[src/rtl/sio_rx_pkg.sv]
package sio_rx_pkg;

  // widest character the helper functions handle
  localparam int MAX_W = 16;

  typedef enum logic [2:0] {
    ST_IDLE,
    ST_START,
    ST_DATA,
    ST_PAR,
    ST_STOP
  } rx_state_e;

  // parity bit that a correct sender appends to d
  function automatic logic want_parity(input logic [MAX_W-1:0] d, input logic odd);
    return (^d) ^ odd;
  endfunction

  // true when the whole frame after the start bit was held low
  function automatic logic line_held_low(input logic [MAX_W-1:0] d, input logic par_en,
                                         input logic par, input logic stop);
    return (d == '0) && !stop && !(par_en && par);
  endfunction

endpackage

[src/rtl/sio_rx_sync.sv]
module sio_rx_sync #(
  parameter int STAGES = 2
) (
  input  logic clk,
  input  logic rst_n,
  input  logic din,
  output logic dout
);

  logic [STAGES-1:0] chain;

  always_ff @(posedge clk or negedge rst_n) begin
    if (!rst_n) chain <= '1;
    else        chain <= {chain[STAGES-2:0], din};
  end

  assign dout = chain[STAGES-1];

endmodule

[src/rtl/sio_rx_framer.sv]
module sio_rx_framer
  import sio_rx_pkg::*;
#(
  parameter int DATA_W = 8,
  parameter int OVS    = 16
) (
  input  logic              clk,
  input  logic              rst_n,
  input  logic              tick,
  input  logic              rx_s,
  input  logic              cfg_short,
  input  logic              cfg_par_en,
  input  logic              cfg_par_odd,
  output logic              char_load,
  output logic [DATA_W-1:0] char_data,
  output logic              stop_smp,
  output logic              par_bad,
  output logic              brk_evt,
  output logic              start_abort
);

  localparam int CNT_W = $clog2(OVS);
  localparam int IDX_W = $clog2(DATA_W + 1);
  localparam logic [CNT_W-1:0] LAST_CNT = CNT_W'(OVS - 1);
  localparam logic [CNT_W-1:0] HALF_CNT = CNT_W'(OVS / 2 - 1);

  rx_state_e         state;
  logic [CNT_W-1:0]  cnt;
  logic [IDX_W-1:0]  idx;
  logic [DATA_W-1:0] shreg;
  logic              par_smp;
  logic              rx_prev;

  logic              fall_seen;
  logic              bit_mid;
  logic              start_mid;
  logic [IDX_W-1:0]  last_idx;

  assign fall_seen = rx_prev && !rx_s;
  assign bit_mid   = tick && (cnt == LAST_CNT);
  assign start_mid = tick && (cnt == HALF_CNT);
  assign last_idx  = cfg_short ? IDX_W'(DATA_W - 2) : IDX_W'(DATA_W - 1);

  always_ff @(posedge clk or negedge rst_n) begin
    if (!rst_n) begin
      state   <= ST_IDLE;
      cnt     <= '0;
      idx     <= '0;
      shreg   <= '0;
      par_smp <= 1'b0;
      rx_prev <= 1'b1;
    end else if (tick) begin
      rx_prev <= rx_s;
      unique case (state)
        ST_IDLE: begin
          cnt <= '0;
          if (fall_seen) state <= ST_START;
        end
        ST_START: begin
          if (start_mid) begin
            cnt <= '0;
            idx <= '0;
            state <= rx_s ? ST_IDLE : ST_DATA;
          end else begin
            cnt <= cnt + 1'b1;
          end
        end
        ST_DATA: begin
          if (bit_mid) begin
            cnt   <= '0;
            shreg <= {rx_s, shreg[DATA_W-1:1]};
            idx   <= idx + 1'b1;
            if (idx == last_idx) state <= cfg_par_en ? ST_PAR : ST_STOP;
          end else begin
            cnt <= cnt + 1'b1;
          end
        end
        ST_PAR: begin
          if (bit_mid) begin
            cnt     <= '0;
            par_smp <= rx_s;
            state   <= ST_STOP;
          end else begin
            cnt <= cnt + 1'b1;
          end
        end
        ST_STOP: begin
          if (bit_mid) begin
            cnt   <= '0;
            state <= ST_IDLE;
          end else begin
            cnt <= cnt + 1'b1;
          end
        end
        default: state <= ST_IDLE;
      endcase
    end
  end

  // short characters land in the upper bits; realign to bit 0
  assign char_data   = cfg_short ? (shreg >> 1) : shreg;
  assign char_load   = bit_mid && (state == ST_STOP);
  assign start_abort = start_mid && (state == ST_START) && rx_s;
  assign stop_smp    = rx_s;
  assign par_bad     = cfg_par_en && (par_smp != want_parity(MAX_W'(char_data), cfg_par_odd));
  assign brk_evt     = line_held_low(MAX_W'(char_data), cfg_par_en, par_smp, rx_s);

endmodule

[src/rtl/sio_rx_hold.sv]
module sio_rx_hold #(
  parameter int DATA_W = 8
) (
  input  logic              clk,
  input  logic              rst_n,
  input  logic              char_load,
  input  logic [DATA_W-1:0] char_data,
  input  logic              stop_smp,
  input  logic              par_bad,
  input  logic              brk_evt,
  input  logic              rd_stb,
  input  logic              flag_clr,
  output logic [DATA_W-1:0] rx_data,
  output logic              rx_ready,
  output logic              rx_overrun,
  output logic              rx_framing_err,
  output logic              rx_parity_err,
  output logic              rx_break
);

  localparam int NFLAG = 4;

  logic [NFLAG-1:0] flag_set;
  logic [NFLAG-1:0] flag_q;

  always_ff @(posedge clk or negedge rst_n) begin
    if (!rst_n) begin
      rx_data  <= '0;
      rx_ready <= 1'b0;
    end else if (char_load) begin
      rx_data  <= char_data;
      rx_ready <= 1'b1;
    end else if (rd_stb) begin
      rx_ready <= 1'b0;
    end
  end

  // set conditions: overrun, framing, parity, break
  assign flag_set[0] = char_load && rx_ready && !rd_stb;
  assign flag_set[1] = char_load && !stop_smp;
  assign flag_set[2] = char_load && par_bad;
  assign flag_set[3] = char_load && brk_evt;

  for (genvar i = 0; i < NFLAG; i++) begin : g_sticky
    always_ff @(posedge clk or negedge rst_n) begin
      if (!rst_n)           flag_q[i] <= 1'b0;
      else if (flag_set[i]) flag_q[i] <= 1'b1;
      else if (flag_clr)    flag_q[i] <= 1'b0;
    end
  end

  assign rx_overrun     = flag_q[0];
  assign rx_framing_err = flag_q[1];
  assign rx_parity_err  = flag_q[2];
  assign rx_break       = flag_q[3];

endmodule

[src/rtl/sio_rx.sv]
module sio_rx #(
  parameter int DATA_W    = 8,
  parameter int OVS       = 16,
  parameter int SYNC_STGS = 2
) (
  input  logic              clk,
  input  logic              rst_n,
  input  logic              baud_tick,
  input  logic              rxd,
  input  logic              cfg_short,
  input  logic              cfg_par_en,
  input  logic              cfg_par_odd,
  input  logic              rd_stb,
  input  logic              flag_clr,
  output logic [DATA_W-1:0] rx_data,
  output logic              rx_ready,
  output logic              rx_overrun,
  output logic              rx_framing_err,
  output logic              rx_parity_err,
  output logic              rx_break
);

  // named internal events, visible to the bound checker
  logic              rx_s;
  logic              char_load;
  logic [DATA_W-1:0] char_data;
  logic              stop_smp;
  logic              par_bad;
  logic              brk_evt;
  logic              start_abort;

  sio_rx_sync #(.STAGES(SYNC_STGS)) u_sync (
    .clk  (clk),
    .rst_n(rst_n),
    .din  (rxd),
    .dout (rx_s)
  );

  sio_rx_framer #(.DATA_W(DATA_W), .OVS(OVS)) u_framer (
    .clk        (clk),
    .rst_n      (rst_n),
    .tick       (baud_tick),
    .rx_s       (rx_s),
    .cfg_short  (cfg_short),
    .cfg_par_en (cfg_par_en),
    .cfg_par_odd(cfg_par_odd),
    .char_load  (char_load),
    .char_data  (char_data),
    .stop_smp   (stop_smp),
    .par_bad    (par_bad),
    .brk_evt    (brk_evt),
    .start_abort(start_abort)
  );

  sio_rx_hold #(.DATA_W(DATA_W)) u_hold (
    .clk           (clk),
    .rst_n         (rst_n),
    .char_load     (char_load),
    .char_data     (char_data),
    .stop_smp      (stop_smp),
    .par_bad       (par_bad),
    .brk_evt       (brk_evt),
    .rd_stb        (rd_stb),
    .flag_clr      (flag_clr),
    .rx_data       (rx_data),
    .rx_ready      (rx_ready),
    .rx_overrun    (rx_overrun),
    .rx_framing_err(rx_framing_err),
    .rx_parity_err (rx_parity_err),
    .rx_break      (rx_break)
  );

endmodule

[config.mk]
export PLATFORM = sky130hd
export DESIGN_NAME = sio_rx
export DESIGN_NICKNAME = d
export VERILOG_FILES = /design/src/rtl/sio_rx_pkg.sv /design/src/rtl/sio_rx_sync.sv /design/src/rtl/sio_rx_framer.sv /design/src/rtl/sio_rx_hold.sv /design/src/rtl/sio_rx.sv
export SDC_FILE = /design/constraint.sdc
export NUM_CORES = 1
export LEC_CHECK = 0
export BUFFER_PORTS_ARGS = -buffer_cell sky130_fd_sc_hd__buf_2
export CORE_ASPECT_RATIO = 0.7
export CORE_MARGIN = 4
export CORE_UTILIZATION = 62
export CTS_BUF_LIST = sky130_fd_sc_hd__clkbuf_16
export CTS_CLUSTER_SIZE = 30
export DETAILED_ROUTE_END_ITERATION = 12
export PLACE_DENSITY_LB_ADDON = 0.12
export SYNTH_ARGS = -nofsm -noshare
export SYNTH_HDL_FRONTEND = slang
export SYNTH_HIERARCHICAL = 1
export SYNTH_SLANG_ARGS = --single-unit
[constraint.sdc]
create_clock -name clk -period 5.27 [get_ports clk]
set_clock_uncertainty 0.15 [all_clocks]
set_input_delay 0 -clock clk [delete_from_list [all_inputs] [get_ports clk]]
set_output_delay 0 -clock clk [all_outputs]
set_load 0.005 [all_outputs]
==> results.md <==
- Part of the total power dissipated in the clock network: 34.4%
- Slew at the pin closest to its max-slew limit: 0.789 ns
- Commonest cells after routing, fill and taps aside: dfrtp_1 (33), buf_2 (21), mux2_2 (16)
- Worst supply voltage drop on vdd: 0.221 mV
- Clock latency on the worst-skew pair: 0.27 ns
- Cell internal pwr: 0.000537 W
- Number of setup violations in the final report: 0
- Overall track demand over capacity in global routing: 19.5%
- Overall Power: 0.000751 W
- Combinational group share of total power: 18.1%
- Post-layout minimum cycle time: 2.11 ns
- Number of instances in the synthesized netlist: 159
- Vias/cell: 5.48
- Die ar.: 4010 µm²
- Share of cells above drive strength 1: 31.5%
- Req. time, crit path: 5.27 ns
- CTS tree: built
- TritonCTS Buffers: 5
- Vias in the first global route: 1,214
- Count of buffers added by post-CTS timing repair for setup: 0
- Initial antenna violation count: 0
- Initial Util: 66.1%
- Critical path launch point type: flop
- Final number of hold-violating endpoints: 0
- Switching Share: 28.5%
- Overall die width: 74.0 µm
- HP Class: in -> reg
- Ratio of final minimum period to clock period: 40.0%
- Cell at the root of the clock tree: clkbuf_16
- Fin nets: 199
- DP Wirelength: 2350 µm
- Maximum number of pins on one net before global-route repair: 37
- Number of iterations in the first detailed-routing pass: 4
- Placement-stage worst setup slack: 3.17 ns
- Data arrival at the endpoint of the critical path: 2.11 ns
- Setup CP Type: reg -> reg
- First-iteration detailed-routing DRC count: 59
- Post-Route WL: 3350 µm
- Slack of the critical path: 3.16 ns
- Leakage power figure: 1.15 nW
- Growth of design area from synthesis to finish: 14.4%
- Resize count post-CTS: 0
- Number of routed nets with antenna violations: 0
- Chip Height: 54.2 µm
- Yosys warning count: 6
- Routability Congestion: 0.745
- Worst slew margin relative to its limit: 47.4%
- Maximum net fanout on the critical path: 13
- Total DRC errors in the routed layout: 0
- # port buffers: 21
- Placed Cells: 208
- ANT cells: 0
- Final TNS setup: 0 ns
- Max Freq: 474 MHz
- Unrepaired setup endpoints after global routing: false
- Core Area: 2860 µm²
- Most common cell after layout, fill and taps aside: dfrtp_1
- # IOs: 22
- Global-route wire length before repair: 5760 µm
- Sequential cell fraction of total power: 47.5%
- Total congestion overflow after global routing: 0
- Cell area power density: 347 nW/µm²
- Number of buffers between clock root and the deepest sink: 2
- Sink count of the clock tree: 36
- Share of the core filled with cells in the final layout: 75.6%
- Cell Area, Synth: 1890 µm²
- Outcome: finished clean
- Count of final max-slew check failures: 0
- Syn_nets: 174
- Final instance count without filler cells: 220
- Num rows: 16
- Switching power total: 0.000214 W
- Average wire per cell in the routed design: 15.2 µm
- Worst-path clk slew: 0.05 ns
- Mean Syn Cell Area: 11.9 µm²
- Number of vias after detailed routing: 1,206
- Kind of capture point of the worst setup path: flop
- H-tree depth: 2
- Number of max-cap violations: 0
==> power groups by stage <==
| stage | Combinational, W | Clock [W] | Sequential [W] |
|---|---|---|---|
| after floorplan | 0.000130 | 0 | 0.000327 |
| after global placement | 0.000125 | 0 | 0.000356 |
| after detailed placement | 0.000130 | 0 | 0.000358 |
| after CTS | 0.000135 | 0.000269 | 0.000354 |
| after global routing | 0.000152 | 0.000279 | 0.000363 |
| final | 0.000136 | 0.000258 | 0.000357 |
==> metrics by stage <==
stage | hold slack [ns] | area (µm²)
final | 0.0590 | 2160
after global routing | 0.0762 | 2160
after CTS | 0.0430 | 2160
after detailed placement | -0.0406 | 1980
after global placement | -0.0431 | 1980
after floorplan | -0.446 | 1890
==> sequential cells by signal, indices dropped and copies added, names as in the netlist <==
name / flops
u_framer/shreg: 8
u_hold/rx_data: 8
u_framer/cnt: 4
u_framer/idx: 4
u_framer/state: 3
u_sync/chain: 2
u_framer/par_smp: 1
u_framer/rx_prev: 1
u_hold/rx_break: 1
u_hold/rx_framing_err: 1
u_hold/rx_overrun: 1
u_hold/rx_parity_err: 1
u_hold/rx_ready: 1
==> final timing paths <==
| path | start | to | slack [ns] | depth (start not counted) |
|---|---|---|---|---|
| setup / recovery | u_framer/cnt[0]$_DFFE_PN0P_ | u_hold/rx_data[7]$_DFFE_PN0P_ | 3.16 | 4 |
| hold / removal | cfg_par_en | u_framer/state[2]$_DFFE_PN0P_ | 0.06 | 3 |
| setup reg to reg | u_framer/cnt[0]$_DFFE_PN0P_ | u_hold/rx_data[7]$_DFFE_PN0P_ | 3.16 | 4 |
| hold reg to reg | u_sync/chain[0]$_DFF_PN1_ | u_sync/chain[1]$_DFF_PN1_ | 0.21 | 0 |
| max in group asynchronous | rst_n | u_hold/rx_overrun$_DFFE_PN0P_ | 4.26 | 2 |
| min in group asynchronous | rst_n | u_framer/cnt[3]$_DFFE_PN0P_ | 0.21 | 2 |
==> per-layer routing <==
metal / GRT usage, % / vias up / routed length, µm / share of wire (%)
li1: - / 605 / - / -
met1: 26.6 / 567 / 1680 / 50
met2: 30.7 / 32 / 1490 / 44
met3: 5.50 / 2 / 171 / 5.1
met4: 5.42 / 0 / 9 / 0.27
met5: 0 / - / 0 / 0
==> critical path, cell delays in order, from the launching register on <==
cell,delay [ns]
dfrtp_1,0.39
ha_1,0.28
nand4_4,0.16
and2b_1,0.61
mux2_2,0.41
==> what timing repair did <==
action / CTS / global route
endpoints found under the setup margin: 0 / 0
hold endpoints to repair: 41 / 0
hold buffers: 5 / 0
==> layout make-up <==
| cell class | count | area, µm² |
|---|---|---|
| Inverter | 15 | 56.3 |
| Clock buffer | 5 | 125 |
| Clock inverter | 2 | 7.51 |
| Timing Repair Buffer | 26 | 155 |
| Sequential cell | 36 | 905 |
| Fill cell | 187 | 698 |
| Multi-Input combinational cell | 100 | 871 |
| Tap cell | 36 | 45.0 |
Note: power is estimated with default switching activity, not from simulation.
